### src/rtl/pvdev_pkg.sv
package pvdev_pkg;

    // header layout (offsets are decoded by the guest driver)
    localparam int OFF_HFEAT  = 0;
    localparam int OFF_GFEAT  = 4;
    localparam int OFF_PFN    = 8;
    localparam int OFF_QDEPTH = 12;
    localparam int OFF_QSEL   = 14;
    localparam int OFF_NOTIFY = 16;
    localparam int OFF_STATUS = 18;
    localparam int OFF_ISR    = 19;
    localparam int OFF_CFG    = 20;

    localparam int FEAT_EMPTY_NOTIFY = 24;
    localparam int FEAT_INDIRECT     = 28;
    localparam int FEAT_BAD_NEGOT    = 30;
    localparam int PAGE_SHIFT        = 12;

    typedef enum logic [1:0] {
        SZ_BYTE = 2'd0,
        SZ_HALF = 2'd1,
        SZ_WORD = 2'd2,
        SZ_RSVD = 2'd3
    } acc_size_e;

    typedef enum logic [3:0] {
        RG_NONE,
        RG_HFEAT,
        RG_GFEAT,
        RG_PFN,
        RG_QDEPTH,
        RG_QSEL,
        RG_NOTIFY,
        RG_STATUS,
        RG_ISR,
        RG_CFG
    } reg_sel_e;

    typedef struct packed {
        logic [31:0] gfeat;
        logic [7:0]  status;
    } ctrl_regs_t;

    function automatic int win_bytes(int cfg_len);
        int need;
        int p;
        need = OFF_CFG + cfg_len;
        p = 1;
        while (p < need) p = p * 2;
        return p;
    endfunction

    function automatic logic [15:0] queue_depth(int base, int idx);
        return 16'(base * (idx + 1));
    endfunction

    function automatic logic [31:0] offered_bits();
        logic [31:0] m;
        m = '0;
        m[FEAT_EMPTY_NOTIFY] = 1'b1;
        m[FEAT_INDIRECT]     = 1'b1;
        m[FEAT_BAD_NEGOT]    = 1'b1;
        return m;
    endfunction

    function automatic int size_bytes(acc_size_e s);
        case (s)
            SZ_BYTE: return 1;
            SZ_HALF: return 2;
            default: return 4;
        endcase
    endfunction

endpackage

### src/rtl/pvdev_decode.sv
module pvdev_decode
    import pvdev_pkg::*;
#(
    parameter int ADDR_W  = 8,
    parameter int CFG_LEN = 8
) (
    input  logic [ADDR_W-1:0] addr,
    output reg_sel_e          sel,
    output logic [ADDR_W-1:0] cfg_off
);
    localparam int WIN = win_bytes(CFG_LEN);

    always_comb begin
        int a;
        a = int'(addr);
        cfg_off = addr - ADDR_W'(OFF_CFG);
        if (a >= WIN) begin
            sel = RG_NONE;
        end else if (a >= OFF_CFG) begin
            sel = RG_CFG;
        end else begin
            case (a)
                OFF_HFEAT:  sel = RG_HFEAT;
                OFF_GFEAT:  sel = RG_GFEAT;
                OFF_PFN:    sel = RG_PFN;
                OFF_QDEPTH: sel = RG_QDEPTH;
                OFF_QSEL:   sel = RG_QSEL;
                OFF_NOTIFY: sel = RG_NOTIFY;
                OFF_STATUS: sel = RG_STATUS;
                OFF_ISR:    sel = RG_ISR;
                default:    sel = RG_NONE;
            endcase
        end
    end
endmodule

### src/rtl/pvdev_queue_bank.sv
module pvdev_queue_bank
    import pvdev_pkg::*;
#(
    parameter int NQ         = 4,
    parameter int PFN_W      = 32,
    parameter int DEPTH_BASE = 128,
    localparam int IDX_W     = (NQ > 1) ? $clog2(NQ) : 1
) (
    input  logic             clk,
    input  logic             rst,
    input  logic             clr_all,
    input  logic             wr_en,
    input  logic [IDX_W-1:0] idx,
    input  logic [PFN_W-1:0] wr_pfn,
    output logic [PFN_W-1:0] rd_pfn,
    output logic [15:0]      rd_depth
);
    logic [PFN_W-1:0] pfn_q [NQ];
    logic [15:0]      depth [NQ];

    for (genvar q = 0; q < NQ; q++) begin : g_queue
        assign depth[q] = queue_depth(DEPTH_BASE, q);

        always_ff @(posedge clk) begin
            if (rst || clr_all) begin
                pfn_q[q] <= '0;
            end else if (wr_en && int'(idx) == q) begin
                pfn_q[q] <= wr_pfn;
            end
        end
    end

    always_comb begin
        rd_pfn   = '0;
        rd_depth = '0;
        for (int q = 0; q < NQ; q++) begin
            if (int'(idx) == q) begin
                rd_pfn   = pfn_q[q];
                rd_depth = depth[q];
            end
        end
    end
endmodule

### src/rtl/pvdev_isr_unit.sv
module pvdev_isr_unit (
    input  logic       clk,
    input  logic       rst,
    input  logic       set_req,
    input  logic       rd_clr,
    input  logic       dev_clr,
    output logic [7:0] isr,
    output logic       irq
);
    logic [7:0] isr_q;
    logic [7:0] isr_d;

    // a set in the same cycle as any clear wins
    always_comb begin
        isr_d = isr_q;
        if (rd_clr || dev_clr) isr_d = '0;
        if (set_req) isr_d[0] = 1'b1;
    end

    always_ff @(posedge clk) begin
        if (rst) isr_q <= '0;
        else     isr_q <= isr_d;
    end

    assign isr = isr_q;
    assign irq = isr_q[0];
endmodule

### src/rtl/pvdev_cfg_space.sv
module pvdev_cfg_space
    import pvdev_pkg::*;
#(
    parameter int ADDR_W  = 8,
    parameter int CFG_LEN = 8
) (
    input  logic              clk,
    input  logic              rst,
    input  logic              wr_en,
    input  logic [ADDR_W-1:0] off,
    input  acc_size_e         size,
    input  logic [31:0]       wdata,
    output logic [31:0]       rdata
);
    logic [8*CFG_LEN-1:0] bytes_flat;
    int                   nbytes;

    assign nbytes = size_bytes(size);

    for (genvar b = 0; b < CFG_LEN; b++) begin : g_byte
        logic [7:0] byte_q;
        logic       hit;
        logic [7:0] wbyte;
        int         rel;

        always_comb begin
            rel   = b - int'(off);
            hit   = wr_en && (rel >= 0) && (rel < nbytes);
            wbyte = wdata[8*(rel & 3) +: 8];
        end

        always_ff @(posedge clk) begin
            if (rst)      byte_q <= '0;
            else if (hit) byte_q <= wbyte;
        end

        assign bytes_flat[8*b +: 8] = byte_q;
    end

    always_comb begin
        rdata = '0;
        for (int k = 0; k < 4; k++) begin
            if (k < nbytes) begin
                rdata[8*k +: 8] = 8'hFF;
                for (int b = 0; b < CFG_LEN; b++) begin
                    if (int'(off) + k == b) rdata[8*k +: 8] = bytes_flat[8*b +: 8];
                end
            end
        end
    end
endmodule

### src/rtl/pvdev_regwin.sv
module pvdev_regwin
    import pvdev_pkg::*;
#(
    parameter int          ADDR_W        = 8,
    parameter int          NQ            = 4,
    parameter int          PFN_W         = 32,
    parameter int          CFG_LEN       = 8,
    parameter int          DEPTH_BASE    = 128,
    parameter logic [31:0] HOST_FEAT     = 32'h0000_0F21,
    parameter logic [31:0] FALLBACK_FEAT = 32'h0000_0021,
    parameter bit          HAS_FALLBACK  = 1'b1
) (
    input  logic                  clk,
    input  logic                  rst,
    input  logic                  bus_valid,
    input  logic                  bus_write,
    input  logic [ADDR_W-1:0]     bus_addr,
    input  logic [1:0]            bus_size,
    input  logic [31:0]           bus_wdata,
    output logic [31:0]           bus_rdata,
    input  logic                  irq_req,
    output logic                  irq,
    output logic                  notify_valid,
    output logic [15:0]           notify_queue,
    output logic                  dev_reset,
    output logic [PFN_W+PAGE_SHIFT-1:0] q_base
);
    localparam int IDX_W = (NQ > 1) ? $clog2(NQ) : 1;

    reg_sel_e          sel;
    logic [ADDR_W-1:0] cfg_off;
    acc_size_e         size;
    logic              wr, rd;
    logic              clr_pfn, clr_stat, dev_clr;
    logic              sel_ok;

    ctrl_regs_t        ctrl_q, ctrl_d;
    logic [IDX_W-1:0]  qsel_q, qsel_d;
    logic              notify_q;
    logic [15:0]       notify_idx_q;
    logic              devrst_q;

    logic [PFN_W-1:0]  rd_pfn;
    logic [15:0]       rd_depth;
    logic [7:0]        isr;
    logic [31:0]       cfg_rdata;

    assign size = acc_size_e'(bus_size);
    assign wr   = bus_valid && bus_write;
    assign rd   = bus_valid && !bus_write;

    pvdev_decode #(.ADDR_W(ADDR_W), .CFG_LEN(CFG_LEN)) u_decode (
        .addr    (bus_addr),
        .sel     (sel),
        .cfg_off (cfg_off)
    );

    assign clr_pfn  = wr && (sel == RG_PFN) && (bus_wdata[PFN_W-1:0] == '0);
    assign clr_stat = wr && (sel == RG_STATUS) && (bus_wdata[7:0] == 8'h00);
    assign dev_clr  = clr_pfn || clr_stat;
    assign sel_ok   = bus_wdata[15:0] < 16'(NQ);

    always_comb begin
        ctrl_d = ctrl_q;
        qsel_d = qsel_q;
        if (dev_clr) begin
            ctrl_d = '0;
            qsel_d = '0;
        end else if (wr) begin
            case (sel)
                RG_GFEAT: begin
                    if (bus_wdata[FEAT_BAD_NEGOT])
                        ctrl_d.gfeat = HAS_FALLBACK ? FALLBACK_FEAT : 32'h0;
                    else
                        ctrl_d.gfeat = bus_wdata;
                end
                RG_QSEL:   if (sel_ok) qsel_d = bus_wdata[IDX_W-1:0];
                RG_STATUS: ctrl_d.status = bus_wdata[7:0];
                default: ;
            endcase
        end
    end

    always_ff @(posedge clk) begin
        if (rst) begin
            ctrl_q       <= '0;
            qsel_q       <= '0;
            notify_q     <= 1'b0;
            notify_idx_q <= '0;
            devrst_q     <= 1'b0;
        end else begin
            ctrl_q   <= ctrl_d;
            qsel_q   <= qsel_d;
            notify_q <= wr && (sel == RG_NOTIFY);
            devrst_q <= dev_clr;
            if (wr && (sel == RG_NOTIFY)) notify_idx_q <= bus_wdata[15:0];
        end
    end

    pvdev_queue_bank #(.NQ(NQ), .PFN_W(PFN_W), .DEPTH_BASE(DEPTH_BASE)) u_queues (
        .clk      (clk),
        .rst      (rst),
        .clr_all  (dev_clr),
        .wr_en    (wr && (sel == RG_PFN) && !clr_pfn),
        .idx      (qsel_q),
        .wr_pfn   (bus_wdata[PFN_W-1:0]),
        .rd_pfn   (rd_pfn),
        .rd_depth (rd_depth)
    );

    pvdev_isr_unit u_isr (
        .clk     (clk),
        .rst     (rst),
        .set_req (irq_req),
        .rd_clr  (rd && (sel == RG_ISR)),
        .dev_clr (dev_clr),
        .isr     (isr),
        .irq     (irq)
    );

    pvdev_cfg_space #(.ADDR_W(ADDR_W), .CFG_LEN(CFG_LEN)) u_cfg (
        .clk   (clk),
        .rst   (rst),
        .wr_en (wr && (sel == RG_CFG)),
        .off   (cfg_off),
        .size  (size),
        .wdata (bus_wdata),
        .rdata (cfg_rdata)
    );

    always_comb begin
        case (sel)
            RG_HFEAT:  bus_rdata = HOST_FEAT | offered_bits();
            RG_GFEAT:  bus_rdata = ctrl_q.gfeat;
            RG_PFN:    bus_rdata = 32'(rd_pfn);
            RG_QDEPTH: bus_rdata = {16'h0, rd_depth};
            RG_QSEL:   bus_rdata = 32'(qsel_q);
            RG_STATUS: bus_rdata = {24'h0, ctrl_q.status};
            RG_ISR:    bus_rdata = {24'h0, isr};
            RG_CFG:    bus_rdata = cfg_rdata;
            default:   bus_rdata = 32'hFFFF_FFFF;
        endcase
    end

    assign notify_valid = notify_q;
    assign notify_queue = notify_idx_q;
    assign dev_reset    = devrst_q;
    assign q_base       = {rd_pfn, {PAGE_SHIFT{1'b0}}};
endmodule

### config.mk
export PLATFORM = sky130hd
export DESIGN_NAME = pvdev_regwin
export DESIGN_NICKNAME = d
export VERILOG_FILES = /design/src/rtl/pvdev_pkg.sv /design/src/rtl/pvdev_decode.sv /design/src/rtl/pvdev_queue_bank.sv /design/src/rtl/pvdev_isr_unit.sv /design/src/rtl/pvdev_cfg_space.sv /design/src/rtl/pvdev_regwin.sv
export SDC_FILE = /design/constraint.sdc
export NUM_CORES = 1
export LEC_CHECK = 0
export ABC_CLOCK_PERIOD_IN_PS = 9440
export BUFFER_PORTS_ARGS = -buffer_cell sky130_fd_sc_hd__clkbuf_2
export CORE_MARGIN = 8
export CORE_UTILIZATION = 64
export CTS_BUF_LIST = sky130_fd_sc_hd__clkbuf_2
export CTS_CLUSTER_DIAMETER = 60
export DETAILED_ROUTE_END_ITERATION = 16
export MAX_ROUTING_LAYER = met4
export PLACE_DENSITY_LB_ADDON = 0.2
export SKIP_CTS_REPAIR_TIMING = 1
export SYNTH_ARGS = -nofsm -noshare
export SYNTH_HDL_FRONTEND = slang
export SYNTH_HIERARCHICAL = 1
export SYNTH_SLANG_ARGS = --single-unit
### constraint.sdc
create_clock -name clk -period 9.44 [get_ports clk]
set_input_delay 0.472 -clock clk [delete_from_list [all_inputs] [get_ports clk]]
set_output_delay 0.472 -clock clk [all_outputs]
set_load 0.005 [all_outputs]
## Word level (Yosys, flattened, before mapping)

Memory sizes are Yosys's and may differ from the RTL's.
Cells that the tools add are included.

- Bits in registers: 125
- Memory bits (writable): 128
- Memory bits (read-only): 128
- Bits of input ports: 47
- Memories: 2

- $add $sub $neg: 12
- $lt $le $gt $ge: 23
- Eq/ne operators: 41
- Shift-type cells: 8
- Mux-type cells: 70
- Bitwise operators: 4
- Reduce and logical (&&, ||, !) cells: 49

Memories:

| name | depth | bits a word | rd ports | clocked after Yosys merged registers in | wr ports | line | RTL |
|---|---|---|---|---|---|---|---|
| (name not given) | 32 | 4 | 1 | 0 | 0 | pvdev_decode.sv:22 | `case (a)` |
| u_queues.pfn_q | 4 | 32 | 4 | 0 | 4 | pvdev_queue_bank.sv:18 | `logic [PFN_W-1:0] pfn_q [NQ];` |

Operators by type and width:

| operator | number |
|---|---|
| 32-bit by 4-bit == test with 1-bit output (second input constant) | 12 |
| 8-bit two-way mux | 37 |
| 32-bit two-way mux | 9 |
| 32-bit by 1-bit greater-or-equal comparator with 1-bit output (second input constant) | 8 |
| 32-bit case mux with 8 select lines | 1 |
| 32-bit by 6-bit variable part select with 8-bit output | 8 |
| 32-bit by 3-bit == test with 1-bit output (second input constant) | 6 |
| 32-bit < comparator | 6 |
| 32-bit zero test | 5 |
| 32-bit by 2-bit == test with 1-bit output (second input constant) | 3 |
| 3-bit by 32-bit < comparator with 1-bit output (first input constant) | 2 |
| 32-bit by 4-bit < comparator with 1-bit output | 2 |
| 3-bit by 8-bit subtractor with 9-bit output (first input constant) | 4 |
| 8-bit by 4-bit == test with 1-bit output (second input constant) | 4 |
| 1-bit by 32-bit < comparator with 1-bit output (first input constant) | 1 |
| 2-bit by 32-bit < comparator with 1-bit output (first input constant) | 1 |
| 1-bit logical AND | 30 |
| 8-bit by 2-bit adder with 9-bit output (second input constant) | 2 |
| 9-bit two-way mux | 2 |
| 1-bit by 8-bit subtractor with 9-bit output (first input constant) | 2 |
| 2-bit by 8-bit subtractor with 9-bit output (first input constant) | 2 |
| 4-bit by 3-bit == test with 1-bit output (second input constant) | 4 |
| 8-bit by 3-bit == test with 1-bit output (second input constant) | 2 |
| 16-bit by 3-bit < comparator with 1-bit output (second input constant) | 1 |
| other kinds (24) | 53 |

## Logic depth before layout (Yosys ltp)

- Depth in word-level cells: 14
- Mapped depth: 15
- Depth with buffers taken out: 13

## Modules after synthesis

The synthesis kept the hierarchy.

By module, submodules not included:

| module | instances | cells an instance | area an instance (um^2) |
|---|---|---|---|
| pvdev_cfg_space | 1 | 837 | 6501.2 |
| pvdev_queue_bank | 1 | 455 | 5995.8 |
| pvdev_regwin | 1 | 429 | 3812.4 |
| pvdev_decode | 1 | 37 | 275.3 |
| pvdev_isr_unit | 1 | 13 | 101.3 |

## Worst setup path before layout

No wires, ideal clock.

- Path type: input to register
- Start: in bus_addr[2]
- End: reg u_cfg.g_byte[1].byte_q[0]
- Setup time: 0.128 ns
- Data arrival time: 3.626 ns
- Data required time: 9.312 ns
- Path slack: 5.686 ns
- Stages on the path: 15
- Cell sequence: inv_1 ha_1 inv_1 o21ai_0 a221oi_1 buf_2 and4bb_1 buf_2 buf_2 and3_1 nand2_1 or4_1 a211oi_4 mux2i_1 nor2_1

- Longest elaborated chain between the ends: 8
- Elaborated cells between the ends (all ways): 14
- Those cells by class: add/sub (2); order compare (4); eq/ne (1); mux (3); reduce/logical (3); memory (1)

Ends and longest elaborated chain:

| element | line | RTL |
|---|---|---|
| start: declaration | pvdev_regwin.sv:17 | `input logic [ADDR_W-1:0] bus_addr,` |
| memory 32 x 4 bit | -- |  |
| 4-bit two-way mux | pvdev_decode.sv:22 |  |
| 4-bit two-way mux | pvdev_decode.sv:19 | `end else if (a >= OFF_CFG) begin` |
| 4-bit two-way mux * | pvdev_decode.sv:17 | `if (a >= WIN) begin` |
| net sel[0] | pvdev_regwin.sv:30 | `reg_sel_e sel;` |
| 4-bit == test * | pvdev_regwin.sv:124 | `.wr_en (wr && (sel == RG_CFG)),` |
| 1-bit logical AND * | pvdev_regwin.sv:124 |  |
| 1-bit logical AND * (2 in series) | pvdev_cfg_space.sv:28 | `hit = wr_en && (rel >= 0) && (rel < nbytes);` |
| end signal: assignment | pvdev_cfg_space.sv:34 | `else if (hit) byte_q <= wbyte;` |
| end: declaration | pvdev_cfg_space.sv:21 | `logic [7:0] byte_q;` |

The timed path passes the listed nets; every way through them passes the cells marked *.
A chain may end at the register's enable or synchronous reset.

## Worst setup path in the final report

- Start: in bus_addr[2]
- End: out bus_rdata[8]

- Longest elaborated chain between the ends: 13
- Elaborated cells between the ends (all ways): 34
- Those cells by class: add/sub (2); order compare (2); eq/ne (15); mux (13); reduce/logical (1); memory (1)

Ends and longest elaborated chain:

| element | line | RTL |
|---|---|---|
| 8-bit by 5-bit subtractor with 8-bit output * | pvdev_decode.sv:16 | `cfg_off = addr - ADDR_W'(OFF_CFG);` |
| net cfg_off[2] | pvdev_regwin.sv:31 | `logic [ADDR_W-1:0] cfg_off;` |
| 8-bit by 1-bit adder with 9-bit output * | pvdev_cfg_space.sv:46 | `if (int'(off) + k == b) rdata[8*k +: 8] = bytes_flat[8*b +: 8];` |
| 32-bit zero test | pvdev_cfg_space.sv:46 |  |
| 8-bit two-way mux (7 in series) | pvdev_cfg_space.sv:46 |  |
| 8-bit two-way mux * | pvdev_cfg_space.sv:46 |  |
| 8-bit two-way mux * | pvdev_cfg_space.sv:43 | `if (k < nbytes) begin` |
| net cfg_rdata[8] | pvdev_regwin.sv:46 | `logic [31:0] cfg_rdata;` |
| 32-bit case mux with 8 select lines * | pvdev_regwin.sv:132 | `case (sel)` |
| end: declaration | pvdev_regwin.sv:20 | `output logic [31:0] bus_rdata,` |

Marks and branches as above.

==> metrics <==
clock tree root buffer cell=sky130_fd_sc_hd__clkbuf_2; cell types occupying the most area after synthesis=sky130_fd_sc_hd__edfxtp_1 (23%), sky130_fd_sc_hd__dfxtp_1 (15%), sky130_fd_sc_hd__mux2i_1 (4.9%), sky130_fd_sc_hd__and2_2 (4.8%), sky130_fd_sc_hd__mux4_2 (4.3%); initial cell density of the core=64.58%; critical path arrival=4790 ps; via count=15412; Setup WS post-layout=4173 ps; yosys warns=6; wire length per cell=25.38 um; family with the most delay on the worst path=simple AND/OR/NAND/NOR gates; area growth from synthesis to layout=6.869%; worst voltage drop across the vdd grid=0.1470 mV; Die Outline Area=31490 sq um; clock buffer depth=3; Relative slew margins=7.635%; sequential fraction of design power=50.0%; hpwl dp=37230 um; number of nets in the layout=1935; PortBufs=129; average footprint of a synthesized cell=9.422 sq um; logic gate share of total power=16.2%; first drt pass iteration count=7; Die Height=177.5 um; Die X-Extent=177.5 um; fraction of power spent switching nets=31.93%; pin count of the biggest net entering global routing=86; detail-routed via count per cell=6.880; Core Rows=59; worst setup slack after placement=4295 ps; result of the run=finished, final reports clean; CTS H-Tree Depth=3; share of flip-flops with an asynchronous set or reset=0%; Req. time, crit path=8970 ps; Critical Path Source=bus_addr[2]; hold path start=bus_wdata[18]; all-layer global routing usage=36.07%; clock insertion delay at the later pin of the skew report=910 ps; static leakage=6.778 nW; sum of negative setup slack=0 ps; Clock Pin Slew Worst Setup and Hold Paths=120 ps; I/O pins=142; Final GP Congestion=1.007; first-pass GRT wire length=85260 um; largest area contributor in the synthesized netlist=sky130_fd_sc_hd__edfxtp_1; most instantiated flip-flop cell in the synthesis netlist=sky130_fd_sc_hd__edfxtp_1; number of distinct library cells after synthesis=89; Critical R2R Launch=qsel_q[0]; kind of end point of the critical path=primary output; Worst Hold Class=in2reg; maxcap violations=0; drt drc=0; master of the slowest instance on the critical path=sky130_fd_sc_hd__nor3_1; Crit Path Class=in2out; fraction of post-synthesis cell area in the top cell type by area=23.04%; count of endpoints failing setup in the final report=0; flops & latches, synth=252; PD cells=131.4 nW/um^2; worst setup skew after layout=59.04 ps; sum of overflow across all layers after global routing=0; cell area after synthesis=16690 sq um; cells along the critical path=clkbuf_2 -> inv_1 -> ha_1 -> inv_1 -> a21oi_1 -> xor2_1 -> inv_1 -> or3_1 -> mux2_2 -> nor3_1 -> a21oi_1 -> a22oi_1 -> nand3_1 -> clkbuf_2; Fin. Hold Viols=0; clock sink total=252; post-layout minimum cycle time=5267 ps; count of final max-slew check failures=0; CP bufs+invs=5; fraction of final layout cells sized beyond drive strength 1=26.20%; placeable core area=25840 sq um; final standard cell utilization of the core=69.02%; cell repeated most along the worst path=sky130_fd_sc_hd__inv_1; clock network power share=33.7%; number of flops mapped to enable cells by yosys=128; remaining antenna violation count=0; share of the clock period used by the worst path after layout=55.79%; number of buffers created by CTS=66; maximum clock frequency=0.1899 GHz; kind of launch point of the worst setup path=input port; antenna violations before repair=5; synthesized instance count=1771; largest driver fanout on the critical path=12; DRC marker count from the first detailed-route iteration=2710; final WL=56850 um; TritonCTS clock tree=done; slowest cell delay on critical path=1040 ps; internal power summed over all cells=1.595 mW; sequential cell area fraction in the yosys report=37.91%; RSZ-0062 raised after global routing=no; via count of the first global-routing pass=14387; Switch Pwr=0.7482 mW; Tightest Pin Transition=1385 ps
==> synth_stat cells, types with 15 or more instances <==
cell and count:
sky130_fd_sc_hd__mux2i_1 82, sky130_fd_sc_hd__and2_1 24, sky130_fd_sc_hd__nand3b_1 70, sky130_fd_sc_hd__dfxtp_1 124
sky130_fd_sc_hd__clkbuf_1 70, sky130_fd_sc_hd__a211oi_2 28, sky130_fd_sc_hd__a21oi_1 81, sky130_fd_sc_hd__nor2_1 135
sky130_fd_sc_hd__a22oi_1 30, sky130_fd_sc_hd__o21ai_0 75, sky130_fd_sc_hd__inv_1 55, sky130_fd_sc_hd__edfxtp_1 128
sky130_fd_sc_hd__a31oi_1 39, sky130_fd_sc_hd__mux4_2 32, sky130_fd_sc_hd__a22o_1 16, sky130_fd_sc_hd__nor3_1 21
sky130_fd_sc_hd__a221oi_1 31, sky130_fd_sc_hd__o22ai_1 49, sky130_fd_sc_hd__ha_1 35, sky130_fd_sc_hd__nand3_1 32
sky130_fd_sc_hd__and2_2 107, sky130_fd_sc_hd__buf_2 33, sky130_fd_sc_hd__nand2_1 162, sky130_fd_sc_hd__nor2b_1 15
sky130_fd_sc_hd__a222oi_1 16, sky130_fd_sc_hd__buf_4 41
==> through the flow <==
step           cell area (sq um)  power, mW  hold WS, ps  std cells
5_1_grt                    17830      2.422        1.312       2240
3_3_place_gp               17200      1.555        458.1       2119
2_1_floorplan              16790      1.429        439.0       1800
4_1_cts                    17810      2.336       -208.7       2235
6_report                   17830      2.343        13.35       2240
3_5_place_dp               17200      1.561        465.7       2119
==> flip-flops by register name, indices dropped and copies added, names as in the netlist <==
| register | cells |
|---|---|
| notify_queue | 16 |
| u_isr/isr | 1 |
| ctrl_q | 39 |
| qsel_q | 2 |
| notify_valid | 1 |
| u_cfg/g_byte.byte_q | 64 |
| u_queues/pfn_q | 128 |
| dev_reset | 1 |
==> power by group through the flow <==
stage	combinational [mW]	clock (mW)	sequential (mW)
CTS	0.365	0.800	1.17
global route	0.399	0.849	1.17
global placement	0.359	0	1.20
detailed placement	0.364	0	1.20
finish	0.381	0.791	1.17
floorplan	0.234	0	1.20
==> tightest hold or removal path, delay by kind of cell <==
family	cells	cell delay [ps]
AO/OA/AOI/OAI	1	70
buffers and inverters	1	180
AND/OR/NAND/NOR	1	130
==> area by class of cell <==
| class | count | area [sq um] |
|---|---|---|
| repair buffers | 166 | 925.9 |
| diodes | 4 | 10.01 |
| inverters | 56 | 210.2 |
| fillers | 2091 | 8005 |
| clock inverters | 19 | 122.6 |
| flip-flops and latches | 252 | 6326 |
| multi-input cells | 1311 | 9333 |
| well taps | 335 | 419.2 |
| clock buffers | 97 | 485.5 |
==> worst paths after layout <==
path         depth (start not counted)  slack (ps)              endpoint
min reg2reg                          2         480            ctrl_q[25]
max reg2reg                          6        6910  u_queues/pfn_q[0][0]
max                                 14        4170          bus_rdata[8]
min                                  3          10            ctrl_q[26]
==> cell usage in the layout (no fill, tap or decap), types with 16 or more instances in the layout <==
cell / n
sky130_fd_sc_hd__inv_1: 55
sky130_fd_sc_hd__dfxtp_1: 124
sky130_fd_sc_hd__a211oi_2: 28
sky130_fd_sc_hd__nand3b_1: 70
sky130_fd_sc_hd__ha_1: 32
sky130_fd_sc_hd__edfxtp_1: 128
sky130_fd_sc_hd__conb_1: 32
sky130_fd_sc_hd__a21oi_1: 81
sky130_fd_sc_hd__nand3_1: 32
sky130_fd_sc_hd__nor2_1: 134
sky130_fd_sc_hd__o22ai_1: 49
sky130_fd_sc_hd__and2_2: 107
sky130_fd_sc_hd__a222oi_1: 16
sky130_fd_sc_hd__buf_4: 36
sky130_fd_sc_hd__a31oi_1: 39
sky130_fd_sc_hd__a22o_1: 16
sky130_fd_sc_hd__nor3_1: 21
sky130_fd_sc_hd__a221oi_1: 30
sky130_fd_sc_hd__mux4_2: 32
sky130_fd_sc_hd__nand2_1: 162
sky130_fd_sc_hd__clkbuf_2: 226
sky130_fd_sc_hd__o21ai_0: 75
sky130_fd_sc_hd__mux2i_1: 82
sky130_fd_sc_hd__and2_1: 24
sky130_fd_sc_hd__a22oi_1: 30
==> cell families after synthesis <==
family                     synth area share [%]
DFF                                       37.91
AOI/OAI and AO/OA                         19.42
and+or+nand+nor                           23.12
muxes                                     9.306
other                                   0.06748
adders and majority gates                 2.624
xor gates and xnor gates                 0.4199
buffers and inverters                     7.131
==> per-layer routing <==
metal  part of all wire (%)  vias up  GRT usage, %  routed length (um)
met5                      0        -             -                   0
met4                    6.0        0         19.87                3391
met3                     13      238         8.638                7329
met2                     44     1198         52.58               24940
met1                     37     7269         45.76               21200
li1                       -     6707             -                   -
No activity file was read; power rests on OpenSTA's default activity.
